[src/rtl/dma_enable_pkg.sv]
package dma_enable_pkg;
    localparam int WORD_W   = 32;
    localparam int LANES    = WORD_W / 8;
    localparam int NUM_CH   = 2 * WORD_W;
    localparam int IDX_W    = $clog2(NUM_CH);

    localparam logic [7:0] OFF_REQ_HI = 8'h08;
    localparam logic [7:0] OFF_REQ_LO = 8'h0C;
    localparam logic [7:0] OFF_EEI_HI = 8'h10;
    localparam logic [7:0] OFF_EEI_LO = 8'h14;
    localparam logic [7:0] OFF_CMD    = 8'h18;

    typedef struct packed {
        logic             skip;
        logic             all;
        logic [IDX_W-1:0] idx;
    } set_cmd_t;

    function automatic set_cmd_t split_cmd(input logic [7:0] b);
        set_cmd_t c;
        c.skip = b[7];
        c.all  = b[6];
        c.idx  = b[IDX_W-1:0];
        return c;
    endfunction
endpackage

[src/rtl/set_cmd_lane.sv]
module set_cmd_lane
    import dma_enable_pkg::*;
(
    input  logic              lane_en,
    input  logic [7:0]        cmd_byte,
    output logic [NUM_CH-1:0] set_mask
);
    set_cmd_t cmd;

    always_comb begin
        cmd      = split_cmd(cmd_byte);
        set_mask = '0;
        if (lane_en && !cmd.skip) begin
            if (cmd.all)
                set_mask = '1;
            else
                set_mask[cmd.idx] = 1'b1;
        end
    end
endmodule

[src/rtl/req_enable_vec.sv]
module req_enable_vec
    import dma_enable_pkg::*;
(
    input  logic              clk,
    input  logic              rst_n,
    input  logic [NUM_CH-1:0] set_mask,
    output logic [NUM_CH-1:0] vec_q
);
    always_ff @(posedge clk) begin
        if (!rst_n)
            vec_q <= '0;
        else
            vec_q <= vec_q | set_mask;
    end
endmodule

[src/rtl/irq_enable_vec.sv]
module irq_enable_vec
    import dma_enable_pkg::*;
(
    input  logic              clk,
    input  logic              rst_n,
    input  logic              we_hi,
    input  logic              we_lo,
    input  logic [WORD_W-1:0] wdata,
    input  logic [LANES-1:0]  wstrb,
    output logic [NUM_CH-1:0] vec_q
);
    for (genvar k = 0; k < LANES; k++) begin : g_lane
        always_ff @(posedge clk) begin
            if (!rst_n) begin
                vec_q[WORD_W+8*k +: 8] <= '0;
                vec_q[8*k +: 8]        <= '0;
            end else begin
                if (we_hi && wstrb[k])
                    vec_q[WORD_W+8*k +: 8] <= wdata[8*k +: 8];
                if (we_lo && wstrb[k])
                    vec_q[8*k +: 8] <= wdata[8*k +: 8];
            end
        end
    end
endmodule

[src/rtl/err_irq_merge.sv]
module err_irq_merge
    import dma_enable_pkg::*;
(
    input  logic [NUM_CH-1:0] flags,
    input  logic [NUM_CH-1:0] enables,
    output logic [NUM_CH-1:0] irq,
    output logic              irq_any
);
    always_comb begin
        irq     = flags & enables;
        irq_any = |irq;
    end
endmodule

[src/rtl/dma_enable_regs.sv]
module dma_enable_regs
    import dma_enable_pkg::*;
(
    input  logic              clk,
    input  logic              rst_n,
    input  logic              wr_en,
    input  logic              rd_en,
    input  logic [7:0]        addr,
    input  logic [31:0]       wdata,
    input  logic [3:0]        wstrb,
    output logic [31:0]       rdata,
    input  logic [63:0]       err_flags,
    output logic [63:0]       req_enable,
    output logic [63:0]       err_irq,
    output logic              err_irq_any
);
    logic              cmd_hit;
    logic [NUM_CH-1:0] lane_mask [LANES];
    logic [NUM_CH-1:0] set_all_lanes;
    logic [NUM_CH-1:0] eei_q;
    logic [WORD_W-1:0] rd_next;

    assign cmd_hit = wr_en && (addr == OFF_CMD);

    for (genvar k = 0; k < LANES; k++) begin : g_cmd
        set_cmd_lane u_lane (
            .lane_en  (cmd_hit && wstrb[k]),
            .cmd_byte (wdata[8*k +: 8]),
            .set_mask (lane_mask[k])
        );
    end

    always_comb begin
        set_all_lanes = '0;
        for (int k = 0; k < LANES; k++)
            set_all_lanes = set_all_lanes | lane_mask[k];
    end

    req_enable_vec u_req (
        .clk      (clk),
        .rst_n    (rst_n),
        .set_mask (set_all_lanes),
        .vec_q    (req_enable)
    );

    irq_enable_vec u_eei (
        .clk   (clk),
        .rst_n (rst_n),
        .we_hi (wr_en && (addr == OFF_EEI_HI)),
        .we_lo (wr_en && (addr == OFF_EEI_LO)),
        .wdata (wdata),
        .wstrb (wstrb),
        .vec_q (eei_q)
    );

    err_irq_merge u_irq (
        .flags   (err_flags),
        .enables (eei_q),
        .irq     (err_irq),
        .irq_any (err_irq_any)
    );

    always_comb begin
        unique case (addr)
            OFF_REQ_HI: rd_next = req_enable[NUM_CH-1:WORD_W];
            OFF_REQ_LO: rd_next = req_enable[WORD_W-1:0];
            OFF_EEI_HI: rd_next = eei_q[NUM_CH-1:WORD_W];
            OFF_EEI_LO: rd_next = eei_q[WORD_W-1:0];
            default:    rd_next = '0;
        endcase
    end

    always_ff @(posedge clk) begin
        if (!rst_n)
            rdata <= '0;
        else if (rd_en)
            rdata <= rd_next;
    end
endmodule

[config.mk]
export PLATFORM = sky130hd
export DESIGN_NAME = dma_enable_regs
export DESIGN_NICKNAME = d
export VERILOG_FILES = /design/src/rtl/dma_enable_pkg.sv /design/src/rtl/set_cmd_lane.sv /design/src/rtl/req_enable_vec.sv /design/src/rtl/irq_enable_vec.sv /design/src/rtl/err_irq_merge.sv /design/src/rtl/dma_enable_regs.sv
export SDC_FILE = /design/constraint.sdc
export NUM_CORES = 1
export LEC_CHECK = 0
export BUFFER_PORTS_ARGS = -buffer_cell sky130_fd_sc_hd__clkbuf_2
export CAP_MARGIN = 10
export CORE_MARGIN = 3
export CORE_UTILIZATION = 53
export DETAILED_ROUTE_END_ITERATION = 16
export PLACE_DENSITY = 0.77
export SETUP_SLACK_MARGIN = 0.1
export SYNTH_ARGS = -nofsm -noshare
export SYNTH_HDL_FRONTEND = slang
export SYNTH_HIERARCHICAL = 1
export SYNTH_SLANG_ARGS = --single-unit
[constraint.sdc]
create_clock -name clk -period 3.2 [get_ports clk]
set_input_delay 0.64 -clock clk [delete_from_list [all_inputs] [get_ports clk]]
set_output_delay 0.64 -clock clk [all_outputs]
set_load 0.01 [all_outputs]
## After elaboration in Yosys (flattened, before gate mapping)

Cells that the tools add are included.

| cells by class | value |
|---|---|
| magnitude comparators | 8 |
| eq/ne operators | 5 |
| mux-type cells | 17 |
| bitwise gates (word level) | 5 |
| reductions and logical operators | 28 |

Operators by type and width:

| kind | number |
|---|---|
| $mux W64 | 8 |
| $or A64 B64 Y64 | 4 |
| $pmux W32 S4 | 1 |
| $and A64 B64 Y64 | 1 |
| $reduce_or A64 Y1 | 1 |
| $lt A6 B7 Y1 const B | 4 |
| $demux W1 S6 | 4 |
| $eq A8 B5 Y1 const B | 3 |
| $ge A6 B1 Y1 const B | 4 |
| $logic_and A1 B1 Y1 | 23 |
| $eq A8 B4 Y1 const B | 2 |
| $logic_not A1 Y1 | 4 |
| $mux W1 | 4 |

| word-level totals | value |
|---|---|
| flip-flop bits (word level) | 160 |
| logic and storage cells | 73 |

## Logic depth before layout (Yosys ltp)

| logic depth | value |
|---|---|
| word-level depth | 10 |
| depth in mapped cells | 9 |
| mapped depth without buffers | 7 |

## By module

Netlist, hierarchy kept.

Modules (own cells, without submodules):

| module | instances | cells an instance | area an instance (um^2) |
|---|---|---|---|
| irq_enable_vec | 1 | 302 | 2902.8 |
| dma_enable_regs | 1 | 262 | 2509.9 |
| set_cmd_lane at g_cmd[0].u_lane ... | 3 | 111 | 749.5 |
| req_enable_vec | 1 | 135 | 1840.5 |
| set_cmd_lane at g_cmd[3].u_lane | 1 | 111 | 774.5 |
| err_irq_merge | 1 | 91 | 599.3 |

## Least setup slack after synthesis

Ideal clock, no wire load.

| timing | value |
|---|---|
| path type | input-to-reg |
| start | input addr[0] |
| end | register u_req.vec_q[29] |
| setup time | 0.058 ns |
| arrival time | 2.843 ns |
| slack | 0.300 ns |
| stages | 8 |
| buffers on the path | 1 |
| path through | or4_4 > nor4_1 > and2_1 > buf_6 > or4b_4 > o21ai_2 > or4_1 > o21a_1 |

RTL lines:

| element | RTL line | source |
|---|---|---|
| start, declared | dma_enable_regs.sv:8 | `input logic [7:0] addr,` |
| end signal, assigned | req_enable_vec.sv:13 | `vec_q <= vec_q \| set_mask;` |
| end, declared | req_enable_vec.sv:7 | `output logic [NUM_CH-1:0] vec_q` |

## Worst setup path after layout

| timing | value |
|---|---|
| start | register u_eei.vec_q[1] |
| end | output err_irq_any |

| on the way | value |
|---|---|
| cells in the longest elaborated chain, start to end | 2 |

RTL lines:

| element | RTL line | source |
|---|---|---|
| start, declared | irq_enable_vec.sv:10 | `output logic [NUM_CH-1:0] vec_q` |
| start signal, assigned by index | irq_enable_vec.sv:19 | `vec_q[WORD_W+8*k +: 8] <= wdata[8*k +: 8];` |
| start signal, assigned by index | irq_enable_vec.sv:21 | `vec_q[8*k +: 8] <= wdata[8*k +: 8];` |
| $and A64 B64 Y64 | err_irq_merge.sv:10 | `irq = flags & enables;` |
| $reduce_or A64 Y1 | err_irq_merge.sv:11 | `irq_any = \|irq;` |
| end, declared | dma_enable_regs.sv:15 | `output logic err_irq_any` |

No other way between the ends.

==> summary.txt <==
drt wl/cell -> 25.7 um
pre-CTS setup slack -> 90.1 ps
fin area -> 13000 um2
worst slew pin tran -> 701 ps
post-synth top area cell -> dfxtp_1
worst setup margin -> 170 ps
post-route clock skew -> 10.9 ps
CP max FO -> 3
Lkg Pwr -> 5.59 nW
Async SR Flop Fraction -> 0
crit path launch type -> flip-flop
reg2reg path depth -> 3
utilization after layout -> 0.657
PortBufs -> 272
antenna violations before repair -> 5
Area Growth Syn to Fin -> 19.5%
placed instance area -> 12400 um2
sequential cell area -> 3200 um2
synth unique cells -> 31
Post-layout nets -> 1583
Row Count -> 51
Primary FF master, synth -> dfxtp_1
P per Cell Area -> 346 nW/um2
Total GRT Usage -> 0.384
Arrival @ worst endpoint -> 2390 ps
Core Area -> 19800 um2
via count -> 12017
RSZ-0062 raised after global routing -> false
vias per cell -> 6.87
CTS H-Tree Depth -> 4
Synth area leaders -> dfxtp_1, o21ai_0, o21ai_2
Initial Util -> 0.550
largest net degree at the start of global routing -> 156
Synth Register Bits -> 160
initial DRC count -> 1400
CP startpoint -> u_eei/vec_q[1]
Die Y -> 149 um
clock-pin slew of the registers on the worst-case setup and hold paths -> 70 ps
Worst Hold Class -> flip-flop to flip-flop
Clock Path Buffers -> 2
IO Count -> 273
top-count cell post-synth -> o21ai_0
DRT Pass-1 Iters -> 6
status -> complete, no violations
Clock Latency Late Sink -> 430 ps
top cell type's share of synthesized area -> 0.295
Die X -> 149 um
Final Hold Fails -> 0
DP HPWL -> 33000 um
register area share after synthesis -> 0.295
Post-CTS Setup Bufs -> 0
fin. max-slew vios -> 0
Tmin final -> 3030 ps
Post-synth EDFFs -> 0
slew margin rel. -> 0.519
synthesized area per cell -> 8.81 um2
vias in the first global route -> 10745
Layout fillers -> 1707
CTS Buf Count -> 17
synthesized instance count -> 1234
reg2reg setup slack -> 1730 ps
clock sinks -> 160
area of the multi-input gates -> 6870 um2
CP endpoint kind -> output port
die footprint -> 22300 um2
DRC -> 0
reg-to-reg critical path startpoint -> u_eei/vec_q[19]
TNS Setup -> 0 ps
CP Class -> flip-flop to output port
most instantiated cells after synthesis -> o21ai_0, dfxtp_1, o21ai_2
WL final -> 45000 um
final setup fails -> 0
first-pass GRT wire length -> 65400 um
Worst VDD drop -> 350 uV
clock tree root driver cell -> clkbuf_16
period utilization -> 0.947
Max Clk Rate -> 330 MHz
GRT overflow -> 0
Routed Antenna Nets -> 0
end of the critical path -> err_irq_any
Req. time, crit path -> 2560 ps
synth warn -> 6
Netlist Area Pre-Place -> 10900 um2
fraction of layout cells with a size suffix above 1 -> 0.350
RR Endpoint -> rdata[19]
WHS -> 471 ps
gpl congestion -> 1.02
maxcap violations -> 0
post-synth net total -> 1346
CTS tree -> done
[worst min-delay path by stage]
stage | startpoint | end | slack, ps | cells past startpoint
after global placement | u_eei/vec_q[21] | u_eei/vec_q[21] | 450 | 2
after floorplan | u_eei/vec_q[32] | u_eei/vec_q[32] | 450 | 2
final | u_eei/vec_q[21] | u_eei/vec_q[21] | 470 | 2
after CTS | u_eei/vec_q[41] | u_eei/vec_q[41] | 470 | 2
after global routing | rdata[13] | rdata[13] | 490 | 1
after detailed placement | u_eei/vec_q[41] | u_eei/vec_q[41] | 460 | 2
[repair_timing]
action / in CTS / in global routing
resized for setup: 0 / 1
setup endpoints to repair: 0 / 1
hold buffers: 0 / 0
[registers in the layout (all words and copies together) (netlist names)]
signal	count
rdata	32
u_req/vec_q	64
u_eei/vec_q	64
[layout by cell type (no fill, tap or decap), drive strengths merged]
master	count
a2111oi	1
a22o	32
a22oi	8
and2	76
buf	71
bufinv	2
clkbuf	288
clkinv	3
clkinvlp	1
dfxtp	160
diode	1
inv	7
mux2i	64
nand2	67
nand2b	3
nand3b	4
nand4	71
nand4b	32
nand4bb	56
nor2	1
nor2b	1
nor4	6
o21a	64
o21ai	320
o22ai	32
or4	81
or4b	32
[worst max-delay path: stages (launching register included)]
cell      delay, ps
dfxtp_1         360
and2_1          180
or4_1           560
nor4_1          550
nand4_1         150
clkbuf_2        160
[logic make-up (layout without fill, tap and decap cells)]
logic type | after synthesis | in the layout | share of synthesized area
compound gates | 457 | 457 | 0.276
buf+inv | 123 | 372 | 0.0758
other cells | 0 | 1 | 0
simple gates | 430 | 430 | 0.295
flops | 160 | 160 | 0.295
mux | 64 | 64 | 0.0589
[per-stage QoR]
step / instances / total power [mW]
after floorplan: 1234 / 2.27
after global placement: 1717 / 2.43
after detailed placement: 1717 / 2.44
after CTS: 1748 / 4.48
after global routing: 1748 / 4.59
final: 1749 / 4.50
[layer usage]
metal  vias to the layer above  global-route usage  routed length (um)
met1                      5650               0.510               17300
met5                         -                   0                  46
met2                       883               0.551               19000
met3                       171               0.140                6290
met4                         8               0.181                2410
li1                       5305                   -                   -
[cell type report]
class	instances	area share
diodes	1	0.000193
clock buffers	18	0.0330
clock inverters	13	0.0117
multi-input cells	951	0.528
flip-flops and latches	160	0.246
well taps	265	0.0255
repair buffers	341	0.155
[report_power, final]
part           switching [mW]  internal [mW]
sequential            0.00188           1.99
combinational           0.285          0.134
clock                   0.923           1.17
No activity file was read; power rests on OpenSTA's default activity.
